**src/rtl/xfer_pkg.sv**
```systemverilog
package xfer_pkg;
  localparam int OP_W      = 6;
  localparam int REG_IDX_W = 5;
  localparam int FUNCT_W   = 6;
  localparam int JIDX_W    = 26;
  localparam int IMM_W     = 16;
  localparam int REGION_W  = 4;

  localparam logic [REG_IDX_W-1:0] LINK_REG = 5'd31;

  typedef enum logic [3:0] {
    XK_NONE   = 4'd0,
    XK_REGION = 4'd1,
    XK_REG    = 4'd2,
    XK_EQ     = 4'd3,
    XK_NE     = 4'd4,
    XK_LEZ    = 4'd5,
    XK_GTZ    = 4'd6,
    XK_LTZ    = 4'd7,
    XK_GEZ    = 4'd8
  } xfer_kind_e;

  typedef struct packed {
    xfer_kind_e             kind;
    logic                   likely;
    logic                   link_en;
    logic [REG_IDX_W-1:0]   link_idx;
  } xfer_dec_t;

  function automatic logic kind_is_cond(xfer_kind_e k);
    return (k == XK_EQ) || (k == XK_NE) || (k == XK_LEZ) ||
           (k == XK_GTZ) || (k == XK_LTZ) || (k == XK_GEZ);
  endfunction
endpackage

```
**src/rtl/xfer_decode.sv**
```systemverilog
module xfer_decode
  import xfer_pkg::*;
(
  input  logic [OP_W-1:0]      op_i,
  input  logic [REG_IDX_W-1:0] rt_f_i,
  input  logic [REG_IDX_W-1:0] rd_f_i,
  input  logic [FUNCT_W-1:0]   funct_i,
  output xfer_dec_t            dec_o
);
  always_comb begin
    dec_o = '0;
    unique case (op_i)
      6'h00: begin
        if (funct_i == 6'h08) begin
          dec_o.kind = XK_REG;
        end else if (funct_i == 6'h09) begin
          dec_o.kind     = XK_REG;
          dec_o.link_en  = (rd_f_i != '0);
          dec_o.link_idx = rd_f_i;
        end
      end
      6'h01: begin
        // rt codes 0x00-0x03 and 0x10-0x13 only
        if (rt_f_i[3:2] == 2'b00) begin
          dec_o.kind     = rt_f_i[0] ? XK_GEZ : XK_LTZ;
          dec_o.likely   = rt_f_i[1];
          dec_o.link_en  = rt_f_i[4];
          dec_o.link_idx = LINK_REG;
        end
      end
      6'h02: dec_o.kind = XK_REGION;
      6'h03: begin
        dec_o.kind     = XK_REGION;
        dec_o.link_en  = 1'b1;
        dec_o.link_idx = LINK_REG;
      end
      default: begin
        // opcodes 0x04-0x07 and their likely twins 0x14-0x17
        if (!op_i[5] && !op_i[3] && op_i[2]) begin
          dec_o.likely = op_i[4];
          unique case (op_i[1:0])
            2'b00: dec_o.kind = XK_EQ;
            2'b01: dec_o.kind = XK_NE;
            2'b10: dec_o.kind = XK_LEZ;
            default: dec_o.kind = XK_GTZ;
          endcase
        end
      end
    endcase
  end
endmodule

```
**src/rtl/xfer_cond.sv**
```systemverilog
module xfer_cond
  import xfer_pkg::*;
#(
  parameter int XLEN = 32
) (
  input  xfer_kind_e        kind_i,
  input  logic [XLEN-1:0]   rs_i,
  input  logic [XLEN-1:0]   rt_i,
  output logic              cond_o
);
  logic neg, zero, equal;

  assign neg   = rs_i[XLEN-1];
  assign zero  = (rs_i == '0);
  assign equal = (rs_i == rt_i);

  always_comb begin
    unique case (kind_i)
      XK_EQ:   cond_o = equal;
      XK_NE:   cond_o = !equal;
      XK_LEZ:  cond_o = neg || zero;
      XK_GTZ:  cond_o = !neg && !zero;
      XK_LTZ:  cond_o = neg;
      XK_GEZ:  cond_o = !neg;
      default: cond_o = 1'b0;
    endcase
  end
endmodule

```
**src/rtl/xfer_target.sv**
```systemverilog
module xfer_target
  import xfer_pkg::*;
#(
  parameter int XLEN = 32
) (
  input  xfer_kind_e        kind_i,
  input  logic [XLEN-1:0]   pc_i,
  input  logic [JIDX_W-1:0] jidx_i,
  input  logic [IMM_W-1:0]  imm_i,
  input  logic [XLEN-1:0]   rs_i,
  output logic [XLEN-1:0]   target_o,
  output logic [XLEN-1:0]   link_o
);
  localparam int REGION_LO = JIDX_W + 2;
  localparam int PAD_W     = XLEN - REGION_W - REGION_LO;
  localparam int SEXT_W    = XLEN - IMM_W - 2;

  logic [XLEN-1:0] region_tgt, branch_tgt, imm_off, seq_pc;

  generate
    if (PAD_W > 0) begin : g_region_pad
      assign region_tgt = {pc_i[XLEN-1 -: REGION_W], {PAD_W{1'b0}}, jidx_i, 2'b00};
    end else begin : g_region_flat
      assign region_tgt = {pc_i[XLEN-1 -: REGION_W], jidx_i, 2'b00};
    end
  endgenerate

  assign imm_off    = {{SEXT_W{imm_i[IMM_W-1]}}, imm_i, 2'b00};
  assign seq_pc     = pc_i + XLEN'(4);
  assign branch_tgt = seq_pc + imm_off;
  // return point skips the delay slot
  assign link_o     = pc_i + XLEN'(8);

  always_comb begin
    unique case (kind_i)
      XK_REGION: target_o = region_tgt;
      XK_REG:    target_o = rs_i;
      default:   target_o = branch_tgt;
    endcase
  end
endmodule

```
**src/rtl/xfer_target_unit.sv**
```systemverilog
module xfer_target_unit
  import xfer_pkg::*;
#(
  parameter int XLEN = 32
) (
  input  logic                 clk_i,
  input  logic                 rst_ni,
  input  logic                 issue_i,
  input  logic [XLEN-1:0]      pc_i,
  input  logic [31:0]          instr_i,
  input  logic [XLEN-1:0]      rs_val_i,
  input  logic [XLEN-1:0]      rt_val_i,
  input  logic                 slot_done_i,
  output logic                 taken_o,
  output logic                 annul_o,
  output logic                 link_we_o,
  output logic [REG_IDX_W-1:0] link_idx_o,
  output logic [XLEN-1:0]      link_data_o,
  output logic                 pend_valid_o,
  output logic [XLEN-1:0]      pend_addr_o,
  output logic                 redirect_o,
  output logic [XLEN-1:0]      redirect_addr_o
);
  xfer_dec_t       dec;
  logic            cond, is_cond, is_jump;
  logic [XLEN-1:0] target;
  logic            pend_q;
  logic [XLEN-1:0] pend_addr_q;

  xfer_decode u_dec (
    .op_i    (instr_i[31:26]),
    .rt_f_i  (instr_i[20:16]),
    .rd_f_i  (instr_i[15:11]),
    .funct_i (instr_i[5:0]),
    .dec_o   (dec)
  );

  xfer_cond #(.XLEN(XLEN)) u_cond (
    .kind_i (dec.kind),
    .rs_i   (rs_val_i),
    .rt_i   (rt_val_i),
    .cond_o (cond)
  );

  xfer_target #(.XLEN(XLEN)) u_tgt (
    .kind_i   (dec.kind),
    .pc_i     (pc_i),
    .jidx_i   (instr_i[25:0]),
    .imm_i    (instr_i[15:0]),
    .rs_i     (rs_val_i),
    .target_o (target),
    .link_o   (link_data_o)
  );

  assign is_cond    = kind_is_cond(dec.kind);
  assign is_jump    = (dec.kind == XK_REGION) || (dec.kind == XK_REG);
  assign taken_o    = issue_i && (is_jump || (is_cond && cond));
  assign annul_o    = issue_i && is_cond && dec.likely && !cond;
  assign link_we_o  = issue_i && dec.link_en;
  assign link_idx_o = dec.link_idx;

  always_ff @(posedge clk_i or negedge rst_ni) begin
    if (!rst_ni) begin
      pend_q      <= 1'b0;
      pend_addr_q <= '0;
    end else if (taken_o) begin
      pend_q      <= 1'b1;
      pend_addr_q <= target;
    end else if (slot_done_i) begin
      pend_q      <= 1'b0;
    end
  end

  assign pend_valid_o    = pend_q;
  assign pend_addr_o     = pend_addr_q;
  assign redirect_o      = slot_done_i && pend_q;
  assign redirect_addr_o = pend_addr_q;

  assert_link_never_r0_R4: assert property (@(posedge clk_i) disable iff (!rst_ni)
    link_we_o |-> (link_idx_o != '0));

  assert_annul_not_taken_R8: assert property (@(posedge clk_i) disable iff (!rst_ni)
    annul_o |-> (!taken_o && dec.likely));

  assert_taken_loads_R9: assert property (@(posedge clk_i) disable iff (!rst_ni)
    taken_o |=> (pend_valid_o && pend_addr_o == $past(target)));

  assert_slot_empties_R10: assert property (@(posedge clk_i) disable iff (!rst_ni)
    (slot_done_i && !taken_o) |=> !pend_valid_o);

  assert_idle_holds_R13: assert property (@(posedge clk_i) disable iff (!rst_ni)
    (!issue_i && !slot_done_i) |=> ($stable(pend_valid_o) && $stable(pend_addr_o)));

  assert_idle_quiet_R13: assert property (@(posedge clk_i) disable iff (!rst_ni)
    !issue_i |-> (!taken_o && !annul_o && !link_we_o));
endmodule

```
**config.mk**
```make
export PLATFORM = sky130hd
export DESIGN_NAME = xfer_target_unit
export DESIGN_NICKNAME = d
export VERILOG_FILES = /design/src/rtl/xfer_pkg.sv /design/src/rtl/xfer_decode.sv /design/src/rtl/xfer_cond.sv /design/src/rtl/xfer_target.sv /design/src/rtl/xfer_target_unit.sv
export SDC_FILE = /design/constraint.sdc
export NUM_CORES = 1
export LEC_CHECK = 0
export BUFFER_PORTS_ARGS = -buffer_cell sky130_fd_sc_hd__buf_2
export CAP_MARGIN = 20
export CORE_UTILIZATION = 48
export CTS_CLUSTER_SIZE = 8
export DETAILED_ROUTE_END_ITERATION = 12
export PLACE_DENSITY = 0.78
export SLEW_MARGIN = 0
export SYNTH_ARGS = -nofsm -noshare
export SYNTH_HDL_FRONTEND = slang
export SYNTH_SLANG_ARGS = --single-unit
export TNS_END_PERCENT = 20
```
**constraint.sdc**
```tcl
create_clock -name clk_i -period 4.4 [get_ports clk_i]
set_clock_uncertainty 0.15 [all_clocks]
set_input_delay 0.88 -clock clk_i [delete_from_list [all_inputs] [get_ports clk_i]]
set_output_delay 0.88 -clock clk_i [all_outputs]
set_load 0.005 [all_outputs]
```
==> impl_metrics.py, run 1 <==
metrics = {
    "run_status": {
        "outcome": "completed",
    },
    "placed_design": {
        "port-buffer-count": 237,
        "place_inst": 942,
        "dpl_worst_slack_ns": 0.331,
        "gp_congestion": 0.928,
        "placed_area_mm2": 0.00609,
        "hpwl_um": 15200,
    },
    "finish": {
        "final_cell_mix": "237 x buf_2, 63 x ha_1, 58 x xnor2_1, 53 x nand2_1, 37 x nor2_1",
        "post-route-util": 0.623,
        "layout_commonest_cell": "buf_2",
        "stdcell_count": 950,
        "design_area_mm2": 0.00617,
        "fill_cells": 909,
        "synthToLayoutAreaGrowth_pct": 23.7,
        "drive_above_1_share": 0.326,
        "antenna_cells": 0,
        "nNetsFinal": 1012,
    },
    "die": {
        "die_height_um": 104,
        "ios": 238,
        "coreArea_mm2": 0.00991,
        "dieArea_mm2": 0.0108,
        "start_util": 0.503,
        "row_count": 36,
        "die_w_um": 104,
    },
    "clocking": {
        "clock_latency_ns": 0.29,
        "cts_hold_buf": 0,
        "cts_buffer_depth": 2,
        "postCtsResizedCells": 0,
        "post-cts-setup-buffers": 0,
        "clock-sinks": 33,
        "clkSlewWorstSetupHoldPaths_ns": 0.07,
        "cts_tree": "done",
        "cts_buffers": 5,
        "cts-root-buf": "clkbuf_8",
        "h-tree-depth": 2,
    },
    "synth": {
        "synthesis.area_mm2": 0.00499,
        "synthSimpleGateAreaFrac": 0.203,
        "async_reset_ff_frac": 1.00,
        "yosys_register_bits": 33,
        "synth_edf_count": 0,
        "synthCells": 616,
        "synth-main-ff-cell": "dfrtp_1",
        "synth_area_per_cell_um2": 8.10,
        "yosys.area_share.adder": 0.162,
        "synth_xor_area_frac": 0.137,
        "synth_cell_types": 64,
        "synth_nets": 812,
        "muxShareOfSynthArea": 0.0286,
        "synth_compound_area_frac": 0.223,
        "yosysSeqAreaShare": 0.166,
        "synth_top_family_by_area": "compound AO/OA/AOI/OAI gates",
        "yosysWarnings": 0,
    },
    "routing": {
        "drt_pass1_iterations": 5,
        "finalWirelength_um": 18200,
        "drcViolationCount": 0,
        "vias": 5691,
        "drtIter0Drc": 312,
        "ant_nets": 0,
        "viasPerCell": 5.99,
        "routedWlPerCell_um": 19.2,
    },
    "sta": {
        "grt_setup_unrepaired": "false",
        "finalSetupTns_ns": 0,
        "slew_headroom": 0.412,
        "worst_pin_slew_ns": 0.881,
        "timing.hold.ws_ns": 0.347,
        "fmax_mhz": 244,
        "hold_violations": 0,
        "slew_viol_final": 0,
        "min_period_ns": 4.09,
        "min_period_over_period": 0.930,
        "fin_ws_ns": 0.309,
        "setup-violations-final": 0,
    },
    "setup_path": {
        "worstPathArrival_ns": 3.06,
        "rr_endpoint": "pend_addr_o[21]",
        "r2r_cells": 1,
        "critPathMaxFanout": 4,
        "critical_path_class": "primary input to output pin",
        "required_ns": 3.37,
        "r2r_start": "pend_addr_o[21]",
        "rrSetupSlack_ns": 3.38,
        "cp-end-kind": "output pin",
        "critPathLaunchType": "primary input",
    },
    "min_path": {
        "holdPathStages": 1,
        "hp-start": "pend_addr_o[3]",
        "hp-class": "flip-flop to flip-flop",
        "min_to": "pend_addr_o[3]",
    },
    "global_route": {
        "antenna_found_initial": 0,
        "grt_pass1_wl_um": 28400,
        "grt_max_degree": 34,
        "grt_pass1_vias": 5281,
        "grt-ovfl-total": 0,
        "grt_usage": 0.337,
    },
    "flow_run": {
        "maxCapViolations": 0,
    },
    "power_and_ir_drop": {
        "p_leak_nw": 3.03,
        "p_per_area_mw_per_mm2": 286,
        "vdd_drop_max_v": 0.000253,
        "power_mw": 1.76,
    },
}
[where the power goes]
| part | internal [mW] | leakage, nW | total [mW] | switching, mW |
|---|---|---|---|---|
| sequential | 0.427 | 0.395 | 0.532 | 0.105 |
| combinational | 0.479 | 2.59 | 0.996 | 0.517 |
| clock | 0.110 | 0.0450 | 0.236 | 0.126 |
| total | 1.02 | 3.03 | 1.76 | 0.748 |
[logic make-up (layout without fill, tap and decap cells)]
kind of cell             Yosys count  count (layout)
AND/OR/NAND/NOR                  197             197
AO/OA/AOI/OAI                    161             161
XOR/XNOR                          78              78
buffers and inverters             70             271
adder cells (fa/ha/maj)           64              64
flip-flops                        33              33
multiplexers                      13              13
[critical path, stage by stage]
cell and delay [ns]:
buf_2 0.10, inv_1 0.07, ha_1 0.30, or4b_1 0.49, a21boi_1 0.20, and2_1 0.22
or2_1 0.27, o31ai_4 0.30, inv_2 0.08, buf_2 0.13
[layer usage]
metal  up-vias  part of all wire  track usage
li1       2673                 -            -
met1      2672              0.42        0.438
met2       300              0.47        0.553
met3        46             0.080       0.0652
met4         0             0.030        0.124
met5         -                 0            0
[cell usage after synthesis (all sizes together) (18+ instances only)]
cell type / n / share of area
buf: 42 / 0.060
xor2: 20 / 0.035
a22oi: 19 / 0.029
nand4: 18 / 0.023
o21ai: 36 / 0.036
nand3: 23 / 0.023
dfrtp: 33 / 0.17
a21oi: 26 / 0.026
xnor2: 58 / 0.10
nand2: 53 / 0.040
nor2: 38 / 0.030
ha: 63 / 0.16
[area by class of cell]
cell class	instances	area (µm²)	area share
clock buffer	6	72.6	0.0118
multi-input combinational	513	3770	0.611
tap	133	166	0.0270
clock inverter	2	10.0	0.00162
sequential	33	826	0.134
timing repair buffer	249	1280	0.207
inverter	14	52.6	0.00851
[sequential cells by signal, indices dropped and copies added (netlist names)]
name          count
pend_valid_o      1
pend_addr_o      32
[worst max path at each step]
| stage | startpoint | to | slack [ns] | depth (start not counted) |
|---|---|---|---|---|
| after CTS | instr_i[26] | taken_o | 0.33 | 10 |
| after global routing | instr_i[27] | taken_o | 0.15 | 11 |
| final | instr_i[26] | taken_o | 0.31 | 10 |
| after floorplan | instr_i[26] | taken_o | 0.27 | 11 |
| after detailed placement | instr_i[26] | taken_o | 0.33 | 10 |
| after global placement | instr_i[26] | taken_o | 0.35 | 10 |
Power figures use the tool's default switching activity.
==> run 2: changes to the inputs <==
--- a/config.mk
+++ b/config.mk
@@ -5,12 +5,12 @@
 export SDC_FILE = /design/constraint.sdc
 export NUM_CORES = 1
 export LEC_CHECK = 0
+export ABC_AREA = 1
 export BUFFER_PORTS_ARGS = -buffer_cell sky130_fd_sc_hd__buf_2
 export CAP_MARGIN = 20
-export CORE_UTILIZATION = 48
-export CTS_CLUSTER_SIZE = 8
+export CORE_UTILIZATION = 50
 export DETAILED_ROUTE_END_ITERATION = 12
-export PLACE_DENSITY = 0.78
+export PLACE_DENSITY = 0.77
 export SLEW_MARGIN = 0
 export SYNTH_ARGS = -nofsm -noshare
 export SYNTH_HDL_FRONTEND = slang
==> run 2 against run 1 <==
  * Worst hold slack worse by 0.017 ns
  * Clock-buffer cell count is 1 lower
  * Register-to-register slack better by 0.20 ns
  * Clock power is 44% higher
  * Wire length is 14% higher
  * First-iteration DRC count is 130% higher
  * Power is 10% higher
  * Critical path type unchanged
  * Critical endpoint unchanged
==> impl_metrics.py, run 2 <==
metrics = {
    "global_route": {
        "grt_pass1_wl_um": 32700,
        "grt_pass1_vias": 6583,
        "grt-ovfl-total": 0,
        "antenna_found_initial": 0,
        "grt_usage": 0.318,
        "grt_max_degree": 36,
    },
    "sta": {
        "worst_pin_slew_ns": 0.755,
        "fmax_mhz": 267,
        "setup-violations-final": 0,
        "min_period_over_period": 0.851,
        "finalSetupTns_ns": 0,
        "grt_setup_unrepaired": "false",
        "min_period_ns": 3.75,
        "fin_ws_ns": 0.655,
        "hold_violations": 0,
        "slew_headroom": 0.492,
        "slew_viol_final": 0,
    },
    "synth": {
        "async_reset_ff_frac": 1.00,
        "yosysWarnings": 0,
        "synth_common_cells": "354 x nand2_1, 120 x nand3_1, 111 x inv_1, 98 x nor2_1, 63 x ha_1",
        "synth-main-ff-cell": "dfrtp_1",
        "synthTopCellsByArea": "nand2_1 21%, dfrtp_1 13%, ha_1 12%",
        "synth_cell_types": 43,
        "synth_top_area_frac": 0.210,
        "synth_nets": 1248,
        "synthCells": 1052,
        "yosysMostFrequentCell": "nand2_1",
        "synth_edf_count": 0,
        "synth_area_per_cell_um2": 6.01,
        "synth_top_area_cell": "nand2_1",
        "yosysSeqAreaShare": 0.131,
        "yosys_register_bits": 33,
        "synthesis.area_mm2": 0.00632,
    },
    "setup_path": {
        "slowest_delay_ns": 0.32,
        "cp_slowest_cell": "nor2_8",
        "critical_path.startpoint": "instr_i[27]",
        "rr_endpoint": "pend_addr_o[22]",
        "required_ns": 3.37,
        "path_cells": "buf_2 -> inv_1 -> ha_1 -> nand2_1 -> nor2_2 -> nand2_4 -> nand2_2 -> nor2_4 -> nor2_8 -> nand2_4 -> nand2_1 -> inv_2 -> nand3_4 -> nand2_4 -> inv_1 -> buf_2",
        "endpoint": "taken_o",
        "worstPathArrival_ns": 2.72,
        "r2r_cells": 2,
        "rrSetupSlack_ns": 3.58,
        "critPathMaxFanout": 23,
        "cp-end-kind": "output pin",
        "critPathLaunchType": "primary input",
        "critical_path_class": "primary input to output pin",
        "r2r_start": "pend_addr_o[22]",
        "cp_common_cell": "nand2_4",
    },
    "clocking": {
        "post-cts-setup-buffers": 0,
        "clock-sinks": 33,
        "cts_tree": "done",
        "h-tree-depth": 2,
        "clock_latency_ns": 0.28,
        "cts_buffers": 5,
        "cts_hold_buf": 0,
        "cts-root-buf": "clkbuf_16",
        "postCtsResizedCells": 0,
        "cts_buffer_depth": 2,
        "clkSlewWorstSetupHoldPaths_ns": 0.05,
    },
    "power_and_ir_drop": {
        "power_mw": 1.95,
        "vdd_drop_max_v": 0.000134,
        "p_leak_nw": 4.37,
        "p_per_area_mw_per_mm2": 259,
    },
    "die": {
        "start_util": 0.520,
        "ios": 238,
        "row_count": 40,
        "coreArea_mm2": 0.0122,
        "dieArea_mm2": 0.0131,
        "die_w_um": 114,
        "die_height_um": 114,
    },
    "finish": {
        "final_cell_mix": "354 x nand2_1, 237 x buf_2, 120 x nand3_1, 111 x inv_1, 98 x nor2_1",
        "layout_commonest_cell": "nand2_1",
        "nNetsFinal": 1441,
        "antenna_cells": 0,
        "fill_cells": 1262,
        "design_area_mm2": 0.00750,
        "synthToLayoutAreaGrowth_pct": 18.7,
        "drive_above_1_share": 0.234,
        "largest_register_ffs": 32,
    },
    "min_path": {
        "hp-class": "flip-flop to flip-flop",
    },
    "placed_design": {
        "dpl_worst_slack_ns": 0.648,
        "hpwl_um": 17500,
        "gp_congestion": 0.947,
        "port-buffer-count": 237,
        "placed_area_mm2": 0.00736,
    },
    "routing": {
        "ant_nets": 0,
        "viasPerCell": 5.16,
        "drt_pass1_iterations": 5,
        "drtIter0Drc": 717,
        "drcViolationCount": 0,
        "vias": 7300,
        "routedWlPerCell_um": 14.7,
        "finalWirelength_um": 20800,
    },
    "run_status": {
        "outcome": "completed",
    },
    "flow_run": {
        "maxCapViolations": 0,
    },
}
## run 2: cell count changes after synthesis, moves of 16 or more
| cell | change |
|---|---|
| a221oi_1 | -16 |
| a22oi_1 | -19 |
| inv_1 | +98 |
| nand2_1 | +301 |
| nand3_1 | +97 |
| nor2_1 | +61 |
| o21ai_0 | -16 |
| xnor2_1 | -18 |
## run 2: area by class of cell
type / instances / area [µm²] / area share
Sequential cell: 33 / 826 / 0.110
Multi-Input combinational cell: 847 / 4670 / 0.622
Clock buffer: 5 / 125 / 0.0167
Timing Repair Buffer: 241 / 1220 / 0.162
Inverter: 117 / 439 / 0.0585
Tap cell: 168 / 210 / 0.0280
Clock inverter: 3 / 17.5 / 0.00233
## run 2: how the worst min path moves through the flow
stage	depth (start not counted)	slack, ns	from	endpoint
5_1_grt	2	0.37	pend_addr_o[15]	pend_addr_o[15]
3_5_place_dp	2	0.32	pend_addr_o[10]	pend_addr_o[10]
6_report	2	0.33	pend_addr_o[6]	pend_addr_o[6]
3_3_place_gp	2	0.32	pend_addr_o[1]	pend_addr_o[1]
4_1_cts	2	0.34	pend_addr_o[10]	pend_addr_o[10]
2_1_floorplan	2	0.34	pend_addr_o[18]	pend_addr_o[18]
## run 2: critical path: cells and delay by family
family | cells | cell delay, ns
buffers and inverters | 5 | 0.47
adder cells (fa/ha/maj) | 1 | 0.19
AND/OR/NAND/NOR | 10 | 1.18
## run 2: where the power goes
group          switching [mW]  total, mW  internal (mW)
clock                   0.133      0.340          0.207
sequential             0.0921      0.511          0.419
combinational           0.634       1.09          0.461
total                   0.859       1.95           1.09
## run 2: per-stage QoR
| stage | std cells | hold slack (ns) | util |
|---|---|---|---|
| 6_report | 1414 | 0.330 | 0.617 |
| 5_1_grt | 1414 | 0.370 | 0.617 |
| 4_1_cts | 1414 | 0.335 | 0.617 |
| 3_5_place_dp | 1406 | 0.322 | 0.605 |
| 3_3_place_gp | 1406 | 0.316 | 0.605 |
| 2_1_floorplan | 1052 | 0.336 | - |
## run 2: cell families (layout without fill, tap and decap cells)
kind of cell	after synthesis	count (layout)	synth area share
compound gates	62	62	0.0546
xor+xnor	68	68	0.0942
buf+inv	172	366	0.131
simple gates	653	653	0.462
flops	33	33	0.131
fa+ha+maj	64	64	0.128
## run 2: routing by layer
metal / global-route usage / share of wire / wire [µm] / up-vias
li1: - / - / - / 3720
met1: 0.434 / 0.45 / 9370 / 3255
met2: 0.538 / 0.47 / 9690 / 289
met3: 0.0185 / 0.057 / 1190 / 36
met4: 0.0987 / 0.024 / 497 / 0
met5: 0 / 0 / 0 / -
